==> src/rtl/sbg_pkg.sv <==
package sbg_pkg;

    typedef enum logic [2:0] {
        DP_IDLE = 3'd0,
        DP_PASS = 3'd1,
        DP_ERR1 = 3'd2,
        DP_ERR2 = 3'd3,
        DP_CFG  = 3'd4
    } dphase_e;

    typedef struct packed {
        dphase_e    st;
        logic       wr;
        logic [1:0] csel;
    } resp_s;

    localparam logic [1:0] TRANS_IDLE = 2'b00;
    localparam logic [1:0] CSEL_SEC   = 2'd0;
    localparam logic [1:0] CSEL_PRIV  = 2'd1;
    localparam logic [1:0] CSEL_STAT  = 2'd2;

endpackage

==> src/rtl/sbg_decide.sv <==
module sbg_decide #(
    parameter int NREG  = 8,
    localparam int IDX_W = $clog2(NREG)
) (
    input  logic [IDX_W-1:0] rgn,
    input  logic             nonsec,
    input  logic             priv,
    input  logic [NREG-1:0]  sec_mask,
    input  logic [NREG-1:0]  priv_mask,
    output logic             tgt_block,
    output logic             cfg_ok
);
    logic need_sec;
    logic need_priv;

    always_comb begin
        need_sec  = sec_mask[rgn];
        need_priv = priv_mask[rgn];
        // a secure transfer passes any security check; unprivileged fails privileged targets
        tgt_block = (nonsec && need_sec) || (!priv && need_priv);
        cfg_ok    = !nonsec && priv;
    end
endmodule

==> src/rtl/sbg_cfg.sv <==
module sbg_cfg
    import sbg_pkg::*;
#(
    parameter int NREG = 8
) (
    input  logic            clk,
    input  logic            rst_n,
    input  logic            wr_en,
    input  logic [1:0]      wsel,
    input  logic [NREG-1:0] wdata,
    input  logic            viol_set,
    output logic [NREG-1:0] sec_mask,
    output logic [NREG-1:0] priv_mask,
    output logic            viol
);
    typedef struct packed {
        logic [NREG-1:0] sec;
        logic [NREG-1:0] prv;
        logic            viol;
    } cfg_s;

    cfg_s cfg_d, cfg_q;
    logic clr_req;

    always_comb begin
        cfg_d   = cfg_q;
        clr_req = wr_en && (wsel == CSEL_STAT) && wdata[0];
        if (wr_en) begin
            case (wsel)
                CSEL_SEC:  cfg_d.sec = wdata;
                CSEL_PRIV: cfg_d.prv = wdata;
                default:   ;
            endcase
        end
        if (clr_req)  cfg_d.viol = 1'b0;
        if (viol_set) cfg_d.viol = 1'b1;
    end

    always_ff @(posedge clk or negedge rst_n) begin
        if (!rst_n) begin
            cfg_q.sec  <= '1;
            cfg_q.prv  <= '0;
            cfg_q.viol <= 1'b0;
        end else begin
            cfg_q <= cfg_d;
        end
    end

    assign sec_mask  = cfg_q.sec;
    assign priv_mask = cfg_q.prv;
    assign viol      = cfg_q.viol;

    AST_VIOL_STICKY: assert property (@(posedge clk) disable iff (!rst_n)
        (cfg_q.viol && !clr_req) |=> cfg_q.viol);
    AST_MASK_HOLD: assert property (@(posedge clk) disable iff (!rst_n)
        !wr_en |=> ($stable(cfg_q.sec) && $stable(cfg_q.prv)));
endmodule

==> src/rtl/sbg_resp.sv <==
module sbg_resp
    import sbg_pkg::*;
(
    input  logic       clk,
    input  logic       rst_n,
    input  logic       hready,
    input  logic       acc_any,
    input  logic       acc_block,
    input  logic       acc_cfg,
    input  logic       acc_write,
    input  logic [1:0] acc_csel,
    output dphase_e    st,
    output logic       dp_write,
    output logic [1:0] dp_csel
);
    resp_s rs_d, rs_q;

    always_comb begin
        rs_d = rs_q;
        if (rs_q.st == DP_ERR1) begin
            rs_d.st = DP_ERR2;
        end else if (hready) begin
            if (acc_any) begin
                if (acc_block)    rs_d.st = DP_ERR1;
                else if (acc_cfg) rs_d.st = DP_CFG;
                else              rs_d.st = DP_PASS;
                rs_d.wr   = acc_write;
                rs_d.csel = acc_csel;
            end else begin
                rs_d.st = DP_IDLE;
                rs_d.wr = 1'b0;
            end
        end
    end

    always_ff @(posedge clk or negedge rst_n) begin
        if (!rst_n) begin
            rs_q.st   <= DP_IDLE;
            rs_q.wr   <= 1'b0;
            rs_q.csel <= 2'd0;
        end else begin
            rs_q <= rs_d;
        end
    end

    assign st       = rs_q.st;
    assign dp_write = rs_q.wr;
    assign dp_csel  = rs_q.csel;
endmodule

==> src/rtl/sec_bus_gate.sv <==
module sec_bus_gate
    import sbg_pkg::*;
#(
    parameter int ADDR_W  = 32,
    parameter int DATA_W  = 32,
    parameter int NREG    = 8,
    parameter int REG_LSB = 12,
    localparam int IDX_W  = $clog2(NREG)
) (
    input  logic              clk,
    input  logic              rst_n,
    input  logic              hsel,
    input  logic              cfg_sel,
    input  logic [ADDR_W-1:0] haddr,
    input  logic [1:0]        htrans,
    input  logic              hwrite,
    input  logic [2:0]        hsize,
    input  logic              hpriv,
    input  logic              hnonsec,
    input  logic [DATA_W-1:0] hwdata,
    input  logic              hready,
    output logic              hreadyout,
    output logic              hresp,
    output logic [DATA_W-1:0] hrdata,
    output logic              irq,
    output logic              m_hsel,
    output logic [ADDR_W-1:0] m_haddr,
    output logic [1:0]        m_htrans,
    output logic              m_hwrite,
    output logic [2:0]        m_hsize,
    output logic              m_hpriv,
    output logic              m_hnonsec,
    output logic [DATA_W-1:0] m_hwdata,
    output logic              m_hready,
    input  logic              m_hreadyout,
    input  logic              m_hresp,
    input  logic [DATA_W-1:0] m_hrdata
);
    logic [IDX_W-1:0] rgn;
    logic [NREG-1:0]  sec_mask, priv_mask;
    logic             tgt_block, cfg_ok;
    logic             acc_any, acc_block, viol, cfg_wr_en, fwd;
    dphase_e          st;
    logic             dp_write;
    logic [1:0]       dp_csel;
    logic [DATA_W-1:0] cfg_rdata;

    assign rgn = haddr[REG_LSB +: IDX_W];

    sbg_decide #(.NREG(NREG)) u_decide (
        .rgn       (rgn),
        .nonsec    (hnonsec),
        .priv      (hpriv),
        .sec_mask  (sec_mask),
        .priv_mask (priv_mask),
        .tgt_block (tgt_block),
        .cfg_ok    (cfg_ok)
    );

    always_comb begin
        acc_any   = hready && htrans[1] && (hsel || cfg_sel) && (st != DP_ERR1);
        acc_block = cfg_sel ? !cfg_ok : tgt_block;
        cfg_wr_en = (st == DP_CFG) && dp_write && hready;
        fwd       = hsel && !cfg_sel && !tgt_block;
    end

    sbg_resp u_resp (
        .clk       (clk),
        .rst_n     (rst_n),
        .hready    (hready),
        .acc_any   (acc_any),
        .acc_block (acc_block),
        .acc_cfg   (cfg_sel),
        .acc_write (hwrite),
        .acc_csel  (haddr[3:2]),
        .st        (st),
        .dp_write  (dp_write),
        .dp_csel   (dp_csel)
    );

    sbg_cfg #(.NREG(NREG)) u_cfg (
        .clk       (clk),
        .rst_n     (rst_n),
        .wr_en     (cfg_wr_en),
        .wsel      (dp_csel),
        .wdata     (hwdata[NREG-1:0]),
        .viol_set  (acc_any && acc_block),
        .sec_mask  (sec_mask),
        .priv_mask (priv_mask),
        .viol      (viol)
    );

    always_comb begin
        case (dp_csel)
            CSEL_SEC:  cfg_rdata = DATA_W'(sec_mask);
            CSEL_PRIV: cfg_rdata = DATA_W'(priv_mask);
            CSEL_STAT: cfg_rdata = DATA_W'(viol);
            default:   cfg_rdata = '0;
        endcase
    end

    // downstream side
    always_comb begin
        m_hsel    = fwd;
        m_htrans  = fwd ? htrans : TRANS_IDLE;
        m_haddr   = haddr;
        m_hwrite  = hwrite;
        m_hsize   = hsize;
        m_hpriv   = hpriv;
        m_hnonsec = hnonsec;
        m_hready  = hready;
        m_hwdata  = (st == DP_PASS) ? hwdata : '0;
    end

    // upstream response
    always_comb begin
        case (st)
            DP_PASS: begin
                hreadyout = m_hreadyout;
                hresp     = m_hresp;
                hrdata    = m_hrdata;
            end
            DP_ERR1: begin
                hreadyout = 1'b0;
                hresp     = 1'b1;
                hrdata    = '0;
            end
            DP_ERR2: begin
                hreadyout = 1'b1;
                hresp     = 1'b1;
                hrdata    = '0;
            end
            DP_CFG: begin
                hreadyout = 1'b1;
                hresp     = 1'b0;
                hrdata    = dp_write ? '0 : cfg_rdata;
            end
            default: begin
                hreadyout = 1'b1;
                hresp     = 1'b0;
                hrdata    = '0;
            end
        endcase
    end

    assign irq = viol;

    AST_NS_NEVER_SECURE: assert property (@(posedge clk) disable iff (!rst_n)
        (hready && m_hsel && m_htrans[1]) |-> !(hnonsec && sec_mask[rgn]));
    AST_UNPRIV_NEVER_PRIV: assert property (@(posedge clk) disable iff (!rst_n)
        (hready && m_hsel && m_htrans[1]) |-> !(!hpriv && priv_mask[rgn]));
    AST_ERR_TWO_CYCLE: assert property (@(posedge clk) disable iff (!rst_n)
        (hresp && !hreadyout) |=> (hresp && hreadyout));
    AST_ERR_NO_DATA: assert property (@(posedge clk) disable iff (!rst_n)
        ((st == DP_ERR1) || (st == DP_ERR2)) |-> (m_hwdata == '0 && hrdata == '0));
endmodule

==> config.mk <==
export PLATFORM = sky130hd
export DESIGN_NAME = sec_bus_gate
export DESIGN_NICKNAME = d
export VERILOG_FILES = /design/src/rtl/sbg_pkg.sv /design/src/rtl/sbg_decide.sv /design/src/rtl/sbg_cfg.sv /design/src/rtl/sbg_resp.sv /design/src/rtl/sec_bus_gate.sv
export SDC_FILE = /design/constraint.sdc
export NUM_CORES = 1
export LEC_CHECK = 0
export ABC_AREA = 1
export BUFFER_PORTS_ARGS = -buffer_cell sky130_fd_sc_hd__buf_2
export CAP_MARGIN = 20
export CORE_AREA = 2 2 85 87
export CTS_CLUSTER_SIZE = 16
export DETAILED_ROUTE_END_ITERATION = 8
export DIE_AREA = 0 0 87 89
export PLACE_DENSITY = 0.76
export REMOVE_ABC_BUFFERS = 1
export SYNTH_ARGS = -nofsm -noshare
export SYNTH_HDL_FRONTEND = slang
export SYNTH_SLANG_ARGS = --single-unit
==> constraint.sdc <==
create_clock -name clk -period 3.8 [get_ports clk]
set_input_delay 0.19 -clock clk [delete_from_list [all_inputs] [get_ports clk]]
set_output_delay 0.19 -clock clk [all_outputs]
set_load 0.1 [all_outputs]
==> results of run 1 <==
-- metrics by stage --
stage	worst slack, ps	utilization (%)	area [um2]	power [mW]	instances
floorplan	1110	-	1860	2.08	289
global placement	1560	40.9	2750	2.42	528
detailed placement	1510	40.9	2750	2.44	528
CTS	1200	41.8	2810	2.60	533
global route	1150	42.2	2840	2.72	534
finish	1310	42.2	2840	2.61	534
-- tightest hold or removal path, stage by stage --
cell and delay, ps:
buf_2 90, nand2_1 50, nand2_1 50
-- report_power, final --
part | internal [mW] | switching, mW | total [mW]
sequential | 0.282 | 0.0371 | 0.319
clock | 0.0732 | 0.0781 | 0.151
combinational | 0.294 | 1.85 | 2.14
total | 0.649 | 1.96 | 2.61
-- kinds of logic after synthesis --
logic type / count (synthesis) / synth area share [%]
AO/OA/AOI/OAI: 39 / 13.7
buffers and inverters: 130 / 30.4
flip-flops: 23 / 26.4
AND/OR/NAND/NOR: 145 / 29.5
-- final timing paths --
path / slack [ps] / end / depth (start not counted) / start
max: 1310 / m_hwdata[2] / 5 / u_resp.st[1]
min: 140 / u_resp.dp_csel[1] / 3 / haddr[3]
max reg2reg: 2260 / u_cfg.priv_mask[1] / 6 / u_resp.st[1]
min reg2reg: 480 / u_cfg.sec_mask[0] / 2 / u_cfg.sec_mask[0]
max in group asynchronous: 3030 / u_cfg.sec_mask[2] / 2 / rst_n
min in group asynchronous: 420 / u_cfg.priv_mask[7] / 2 / rst_n
-- cell usage after synthesis, drive strengths merged --
cell,instances,area (um2)
inv,80,300
nor2,61,257
nand2,60,253
buf,46,359
o21ai,28,200
nand3,19,95.1
dfrtp,15,375
dfstp,8,210
a32o,7,70.1
nor3,3,37.5
clkbuf,2,7.51
clkinv,2,8.75
o211ai,2,20.0
nand3b,1,7.51
nand4,1,6.26
o21a,1,7.51
o21bai,1,7.51
-- sequential cells by signal (all words and copies together), names as in the netlist --
name	cells
u_cfg.viol	1
u_resp.st	3
u_cfg.sec_mask	8
u_resp.dp_csel	2
u_cfg.priv_mask	8
u_resp.dp_write	1
-- layout make-up --
| class | instances | area (um2) | area share [%] |
|---|---|---|---|
| Multi-Input combinational cell | 184 | 961 | 33.9 |
| Clock buffer | 3 | 41.3 | 1.46 |
| Inverter | 82 | 309 | 10.9 |
| Timing Repair Buffer | 161 | 833 | 29.4 |
| Clock inverter | 1 | 5.00 | 0.177 |
| Sequential cell | 23 | 586 | 20.7 |
| Tap cell | 80 | 100 | 3.53 |
-- layer usage --
| layer | GRT usage (%) | share of wire (%) | routed length (um) |
|---|---|---|---|
| met1 | 22.3 | 42 | 3070 |
| met2 | 29.2 | 43 | 3130 |
| met3 | 8.77 | 14 | 991 |
| met4 | 2.98 | 0.57 | 41 |
| met5 | 6.49 | 0 | 0 |
-- timing repair --
item	in CTS	in global routing
hold buffers	1	0
setup buffers	0	0
endpoints found under the hold margin	15	0
==> flow_metrics.env, run 1 <==
export IMPL_cts_sinks=23
export IMPL_slowest_stage="dfrtp_1"
export IMPL_ys_warn_count=0
export IMPL_grt_start_max_net_pins=58
export IMPL_root_buffer="clkbuf_8"
export IMPL_ios=220
export IMPL_finClkSkew_ps=4.20
export IMPL_critPathTopFamily="buffers and inverters"
export IMPL_cp_cell_sequence="nor3_4 > inv_2 > buf_16 > nor2_1 > buf_2"
export IMPL_remaining_drc_errors=0
export IMPL_cts_repair_resized=0
export IMPL_clk_insertion_delay_late_ps=270
export IMPL_cts_buffer_depth=2
export IMPL_tightest_slew_ps=533
export IMPL_crit_buf_inv=3
export IMPL_antennaDiodeCount=0
export IMPL_hold_class="in2reg"
export IMPL_gp_congestion=0.874
export IMPL_core_area_um2=6720
export IMPL_cts_buffers=3
export IMPL_rows=30
export IMPL_firstDrtPassIters=4
export IMPL_netlist_area_um2=2220
export IMPL_status="finished, final reports clean"
export IMPL_yosysSeqAreaShare_pct=26.4
export IMPL_floorplan_die_area_um2=7740
export IMPL_maxSlewViolCount=0
export IMPL_rsz0062_at_grt="false"
export IMPL_final_nets=566
export IMPL_max_freq_mhz=402
export IMPL_finalSetupTns_ps=0
export IMPL_crit_path_max_incr_delay_ps=480
export IMPL_drtIter0Drc=142
export IMPL_fin_crit_sh_pct=65.5
export IMPL_leakagePower_nw=1.82
export IMPL_numPortBuffers=159
export IMPL_cp_arrival_ps=2300
export IMPL_initial_core_util_pct=33.1
export IMPL_cts_tree="done"
export IMPL_hold_viol=0
export IMPL_ys_ff_latch=23
export IMPL_drive_above_1_share_pct=46.7
export IMPL_ant_nets=0
export IMPL_routed_wl_um=7230
export IMPL_overflow=0
export IMPL_relSlewSlack_pct=64.4
export IMPL_num_vias=2433
export IMPL_holdWs_ps=136
export IMPL_final_common_cell="buf_2"
export IMPL_synthCells=337
export IMPL_worstSetupEndpointType="output pin"
export IMPL_required_ps=3610
export IMPL_ctsHtreeMaxLevel=1
export IMPL_track_usage_pct=18.3
export IMPL_synth_area_per_cell_um2=6.59
export IMPL_vdd_drop_max_mv=0.923
export IMPL_die_x_um=87
export IMPL_cp_start_kind="flop"
export IMPL_p_per_area_nw_per_um2=921
export IMPL_vias_per_cell=4.56
export IMPL_crit_type="reg2out"
export IMPL_dp_hpwl_um=6110
export IMPL_fin_crit_ps=2490
export IMPL_synth_cell_types=28
export IMPL_setup_violations_final=0
export IMPL_die_h_um=89
export IMPL_grt_pass1_vias=2262
export IMPL_maxCapViolCount=0
export IMPL_critPathMaxFanout=31
export IMPL_final_cell_mix="buf_2 (159), inv_1 (78), nand2_1 (53)"
export IMPL_grt_pass1_wl_um=11000
export IMPL_wl_per_cell_um=13.5
export IMPL_fill_cells=701
export IMPL_clk_pin_slew_ps=80
export IMPL_area_growth_pct=27.6
export IMPL_antenna_found_initial=0
Note: power is estimated with default switching activity, not from simulation.
==> run 2, diff against run 1 <==
- CORE_AREA: 2 2 85 87 -> 2 2 86 88
- DIE_AREA: 0 0 87 89 -> 0 0 88 90
- PLACE_DENSITY: 0.76 -> 0.75
- clock period: 3.8 -> 2.5 ns (I/O delays scaled with it)
==> flow_metrics.env, run 2 (same netlist as run 1, synthesis figures left out) <==
export IMPL_firstDrtPassIters=4
export IMPL_crit_type="reg2out"
export IMPL_root_buffer="clkbuf_8"
export IMPL_cts_buffer_depth=2
export IMPL_crit_path_max_incr_delay_ps=440
export IMPL_worstSetupEndpointType="output pin"
export IMPL_cp_start_kind="flop"
export IMPL_ctsHtreeMaxLevel=1
export IMPL_cp_arrival_ps=2030
export IMPL_p_per_area_nw_per_um2=1400
export IMPL_cts_repair_resized=0
export IMPL_finClkSkew_ps=3.75
export IMPL_r2r_slack_ps=860
export IMPL_vdd_drop_max_mv=1.10
export IMPL_slowest_stage="buf_2"
export IMPL_final_nets=568
export IMPL_overflow=0
export IMPL_hold_viol=0
export IMPL_wl_per_cell_um=14.5
export IMPL_antennaDiodeCount=0
export IMPL_final_common_cell="buf_2"
export IMPL_critPathTopFamily="buffers and inverters"
export IMPL_dpl_cell_area_um2=2840
export IMPL_p_int_mw=1.02
export IMPL_worstSetupStartpoint="u_resp.dp_csel[1]"
export IMPL_cts_tree="done"
export IMPL_reg2regPathDepth=6
export IMPL_final_area_um2=2900
export IMPL_rows=31
export IMPL_area_growth_pct=30.3
export IMPL_final_cell_mix="buf_2 (157), inv_1 (78), nand2_1 (53)"
export IMPL_relSlewSlack_pct=65.6
export IMPL_tightest_slew_ps=516
export IMPL_crit_buf_inv=2
export IMPL_power_frac_comb_pct=82.2
export IMPL_path_depth=5
export IMPL_r2r_end="u_cfg.priv_mask[3]"
export IMPL_crit_end="hrdata[6]"
export IMPL_fin_crit_sh_pct=86.2
export IMPL_track_usage_pct=19.9
export IMPL_num_vias=2525
export IMPL_pwr_share_seq_pct=12.0
export IMPL_netSwitchingFraction_pct=74.7
export IMPL_routed_wl_um=8060
export IMPL_clkPwrFrac_pct=5.8
export IMPL_required_ps=2380
export IMPL_die_h_um=90
export IMPL_status="finished, final reports clean"
export IMPL_floorplan_die_area_um2=7920
export IMPL_setup_violations_final=0
export IMPL_remaining_drc_errors=0
export IMPL_leakagePower_nw=1.83
export IMPL_ant_nets=0
export IMPL_cts_buffers=3
export IMPL_core_area_um2=7020
export IMPL_initial_core_util_pct=31.7
export IMPL_fin_ws_ps=346
export IMPL_dpl_worst_slack_ps=622
export IMPL_ios=220
export IMPL_grt_pass1_vias=2484
export IMPL_power_switching_mw=3.03
export IMPL_max_freq_mhz=464
export IMPL_critPathMaxFanout=8
export IMPL_maxCapViolCount=0
export IMPL_die_x_um=88
export IMPL_numPortBuffers=159
export IMPL_cts_sinks=23
export IMPL_grt_pass1_wl_um=12300
export IMPL_worstReg2RegStart="u_resp.st[1]"
export IMPL_drtIter0Drc=126
export IMPL_dp_hpwl_um=6730
export IMPL_fin_crit_ps=2150
export IMPL_clk_pin_slew_ps=80
export IMPL_maxSlewViolCount=0
export IMPL_cp_cell_sequence="nor2_1 > inv_1 > o21ai_0 > a32o_1 > buf_2"
export IMPL_rsz0062_at_grt="false"
export IMPL_gp_congestion=0.871
export IMPL_grt_start_max_net_pins=30
export IMPL_clk_insertion_delay_late_ps=270
export IMPL_antenna_found_initial=0
export IMPL_vias_per_cell=4.55
export IMPL_drive_above_1_share_pct=46.7
export IMPL_hold_class="in2reg"
==> run 2: cell types whose count changed in the layout (fill, tap and decap cells not counted) <==
cell | previous run | this run
buf_12 | 0 | 3
buf_4 | 0 | 2
buf_16 | 1 | 0
buf_2 | 159 | 157
clkbuf_1 | 0 | 1
clkinv_2 | 2 | 1
==> run 2: power groups by stage <==
stage	Sequential (mW)	Clock [mW]	Combinational, mW
floorplan	0.490	0	2.67
global placement	0.486	0	3.32
detailed placement	0.491	0	3.34
CTS	0.484	0.245	3.34
global route	0.492	0.260	3.45
finish	0.485	0.234	3.33
==> run 2: layout make-up <==
| class | instances | area [um2] |
|---|---|---|
| clock buffers | 4 | 45.0 |
| multi-input cells | 184 | 961 |
| flip-flops and latches | 23 | 586 |
| inverters | 82 | 309 |
| repair buffers | 163 | 871 |
| well taps | 99 | 124 |
| fillers | 760 | 4130 |
==> run 2: metrics by stage <==
stage | util, % | hold slack (ps) | std cells | total power [mW] | setup TNS, ps
after detailed placement | 40.5 | 129 | 550 | 3.83 | 0
final | 41.2 | 81.5 | 555 | 4.05 | 0
after floorplan | - | -171 | 289 | 3.16 | -5670
after CTS | 41.2 | 77.3 | 555 | 4.07 | 0
after global routing | 41.2 | 90.3 | 555 | 4.20 | 0
after global placement | 40.5 | 117 | 550 | 3.81 | 0
==> run 2: worst min-delay path by stage <==
stage / startpoint / end / depth (start not counted)
finish: haddr[3] / u_resp.dp_csel[1] / 3
global route: haddr[3] / u_resp.dp_csel[1] / 3
floorplan: rst_n / u_cfg.priv_mask[0] / 0
CTS: haddr[3] / u_resp.dp_csel[1] / 3
detailed placement: rst_n / u_resp.dp_write / 1
global placement: rst_n / u_resp.dp_write / 1
==> run 2: what timing repair did <==
item | in CTS | in global routing
setup buffers | 0 | 0
hold buffers | 1 | 0
hold endpoints to repair | 15 | 0
==> run 2: per-layer routing <==
layer | wire length, um | vias to the layer above | global-route usage, %
li1 | - | 1201 | -
met1 | 3150 | 1134 | 24.0
met2 | 3690 | 182 | 32.1
met3 | 1140 | 8 | 8.63
met4 | 76 | 0 | 3.97
met5 | 0 | - | 6.99
==> run 2: worst reg2reg max path: stages, from the launching register on <==
cell and delay, ps:
dfrtp_1 470, nor3_4 490, nand2_2 110, clkinv_2 110, nand2_4 150, nand2_1 140, o21ai_2 60
==> run 3, diff against run 2 <==
- ABC_AREA: 1 -> not set
- BUFFER_PORTS_ARGS: -buffer_cell sky130_fd_sc_hd__buf_2 -> not set
- DONT_BUFFER_PORTS: not set -> 1
- PLACE_DENSITY: 0.75 -> 0.44
==> flow_metrics.env, run 3 <==
export IMPL_synth_edff_count=0
export IMPL_status="finished, final reports clean"
export IMPL_hold_depth=1
export IMPL_clk_insertion_delay_late_ps=270
export IMPL_p_per_area_nw_per_um2=1020
export IMPL_synth_top_cell_area_share_pct=18.7
export IMPL_leakagePower_nw=1.19
export IMPL_area_growth_pct=26.4
export IMPL_final_common_cell="buf_4"
export IMPL_ys_ff_latch=23
export IMPL_clk_pin_slew_ps=80
export IMPL_crit_type="reg2out"
export IMPL_synthTopCellsByCount="and2_1 (57), buf_4 (39), mux2_2 (20), dfrtp_1 (15)"
export IMPL_ios=220
export IMPL_maxCapViolCount=0
export IMPL_setup_violations_final=0
export IMPL_async_reset_ff_share_pct=100
export IMPL_yosysMostFrequentCell="and2_1"
export IMPL_crit_buf_inv=1
export IMPL_required_ps=2380
export IMPL_cp_cell_sequence="mux4_1 > mux2_2 > a221oi_4 > and3_1 > buf_4"
export IMPL_synthCells=218
export IMPL_maxSlewViolCount=0
export IMPL_rsz0062_at_grt="false"
export IMPL_max_freq_mhz=416
export IMPL_yosysSeqAreaShare_pct=29.1
export IMPL_final_nets=364
export IMPL_grt_pass1_vias=1583
export IMPL_path_depth=5
export IMPL_totalPowerFinal_mw=2.59
export IMPL_cts_tree="done"
export IMPL_synth_area_per_cell_um2=9.22
export IMPL_relSlewSlack_pct=56.6
export IMPL_dpl_cell_area_um2=2440
export IMPL_cp_start_kind="flop"
export IMPL_remaining_drc_errors=0
export IMPL_fin_util_pct=36.2
export IMPL_floorplan_die_area_um2=7920
export IMPL_ys_top_cells_by_area="dfrtp_1 (19%), and2_1 (18%), buf_4 (15%)"
export IMPL_wl_per_cell_um=20.6
export IMPL_cts_buffer_depth=2
export IMPL_drtIter0Drc=82
export IMPL_synthFlopType="dfrtp_1"
export IMPL_fin_crit_sh_pct=96.1
export IMPL_grt_start_max_net_pins=45
export IMPL_fin_ws_ps=98.0
export IMPL_yosysTopAreaCell="dfrtp_1"
export IMPL_numPortBuffers=0
export IMPL_grt_pass1_wl_um=9750
export IMPL_vdd_drop_max_mv=0.382
export IMPL_routed_wl_um=7220
export IMPL_fin_crit_ps=2400
export IMPL_core_area_um2=7020
export IMPL_cp_arrival_ps=2280
export IMPL_hold_viol=0
export IMPL_gp_congestion=0.767
export IMPL_die_x_um=88
export IMPL_critPathTopFamily="multiplexers"
export IMPL_antenna_found_initial=0
export IMPL_tightest_slew_ps=646
export IMPL_hold_class="in2reg"
export IMPL_antennaDiodeCount=0
export IMPL_ant_nets=0
export IMPL_vias_per_cell=4.91
export IMPL_reg2regPathDepth=3
export IMPL_holdWs_ps=4.49
export IMPL_initial_core_util_pct=28.6
export IMPL_critPathMaxFanout=6
export IMPL_final_area_um2=2540
export IMPL_track_usage_pct=17.0
export IMPL_num_vias=1724
export IMPL_overflow=0
export IMPL_postCtsSetupRepairBufs=0
export IMPL_rows=31
export IMPL_firstDrtPassIters=4
export IMPL_worstSetupEndpointType="output pin"
export IMPL_cts_buffers=3
export IMPL_die_h_um=90
export IMPL_dpl_worst_slack_ps=384
export IMPL_netlist_area_um2=2010
export IMPL_finClkSkew_ps=2.32
export IMPL_slowest_stage="mux4_1"
export IMPL_final_cell_mix="buf_4 (67), and2_1 (57), mux2_2 (20)"
export IMPL_fill_cells=693
export IMPL_dp_hpwl_um=5990
export IMPL_cts_sinks=23
export IMPL_root_buffer="clkbuf_8"
export IMPL_synth_cell_types=34
export IMPL_crit_path_max_incr_delay_ps=500
export IMPL_ys_warn_count=0
export IMPL_ctsHtreeMaxLevel=1
export IMPL_drive_above_1_share_pct=46.8
## run 3: layout make-up
class / count / area [um2] / area share [%]
well taps: 99 / 124 / 4.88
clock buffers: 4 / 45.0 / 1.77
repair buffers: 77 / 649 / 25.6
inverters: 3 / 11.3 / 0.443
multi-input cells: 145 / 1120 / 44.3
flip-flops and latches: 23 / 586 / 23.1
## run 3: worst paths after layout
kind / startpoint / slack, ps / to
min in group asynchronous: rst_n / 270 / u_cfg.viol
min reg2reg: u_cfg.priv_mask[6] / 540 / u_cfg.priv_mask[6]
max in group asynchronous: rst_n / 1670 / u_cfg.sec_mask[3]
max reg2reg: u_resp.st[2] / 500 / u_cfg.sec_mask[0]
min: hwdata[7] / 4 / u_cfg.priv_mask[7]
max: u_cfg.sec_mask[5] / 100 / m_htrans[0]
## run 3: worst register-to-register path, stage by stage (launching register included)
cell and delay [ps]:
dfrtp_1 500, or3b_4 450, nor4_4 570, mux2_2 410
## run 3: timing repair
item | 4_1_cts | 5_1_grt
setup endpoints to repair | 0 | 1
endpoints found under the hold margin | 24 | 2
resized for setup | 0 | 1
hold buffers | 2 | 2
## run 3: logic make-up after synthesis
family / share of synthesized area (%)
DFF: 29.1
and+or+nand+nor: 27.0
buffers and inverters: 16.7
muxes: 19.4
AOI/OAI and AO/OA: 7.66
## run 3: metal layers
metal	share of wire (%)	global-route usage, %	up-vias
li1	-	-	766
met1	42	21.8	790
met2	40	22.4	160
met3	17	12.5	6
met4	0.61	3.46	2
met5	0.53	5.59	-
## run 3: where the power goes
group	internal, mW	switching, mW
registers	0.407	0.0710
logic	0.409	1.47
clock network	0.114	0.119
## run 3: per-stage QoR
stage          std cells  setup TNS [ps]
2_1_floorplan        171          -32130
3_3_place_gp         342               0
3_5_place_dp         342               0
4_1_cts              348               0
5_1_grt              351               0
6_report             351               0
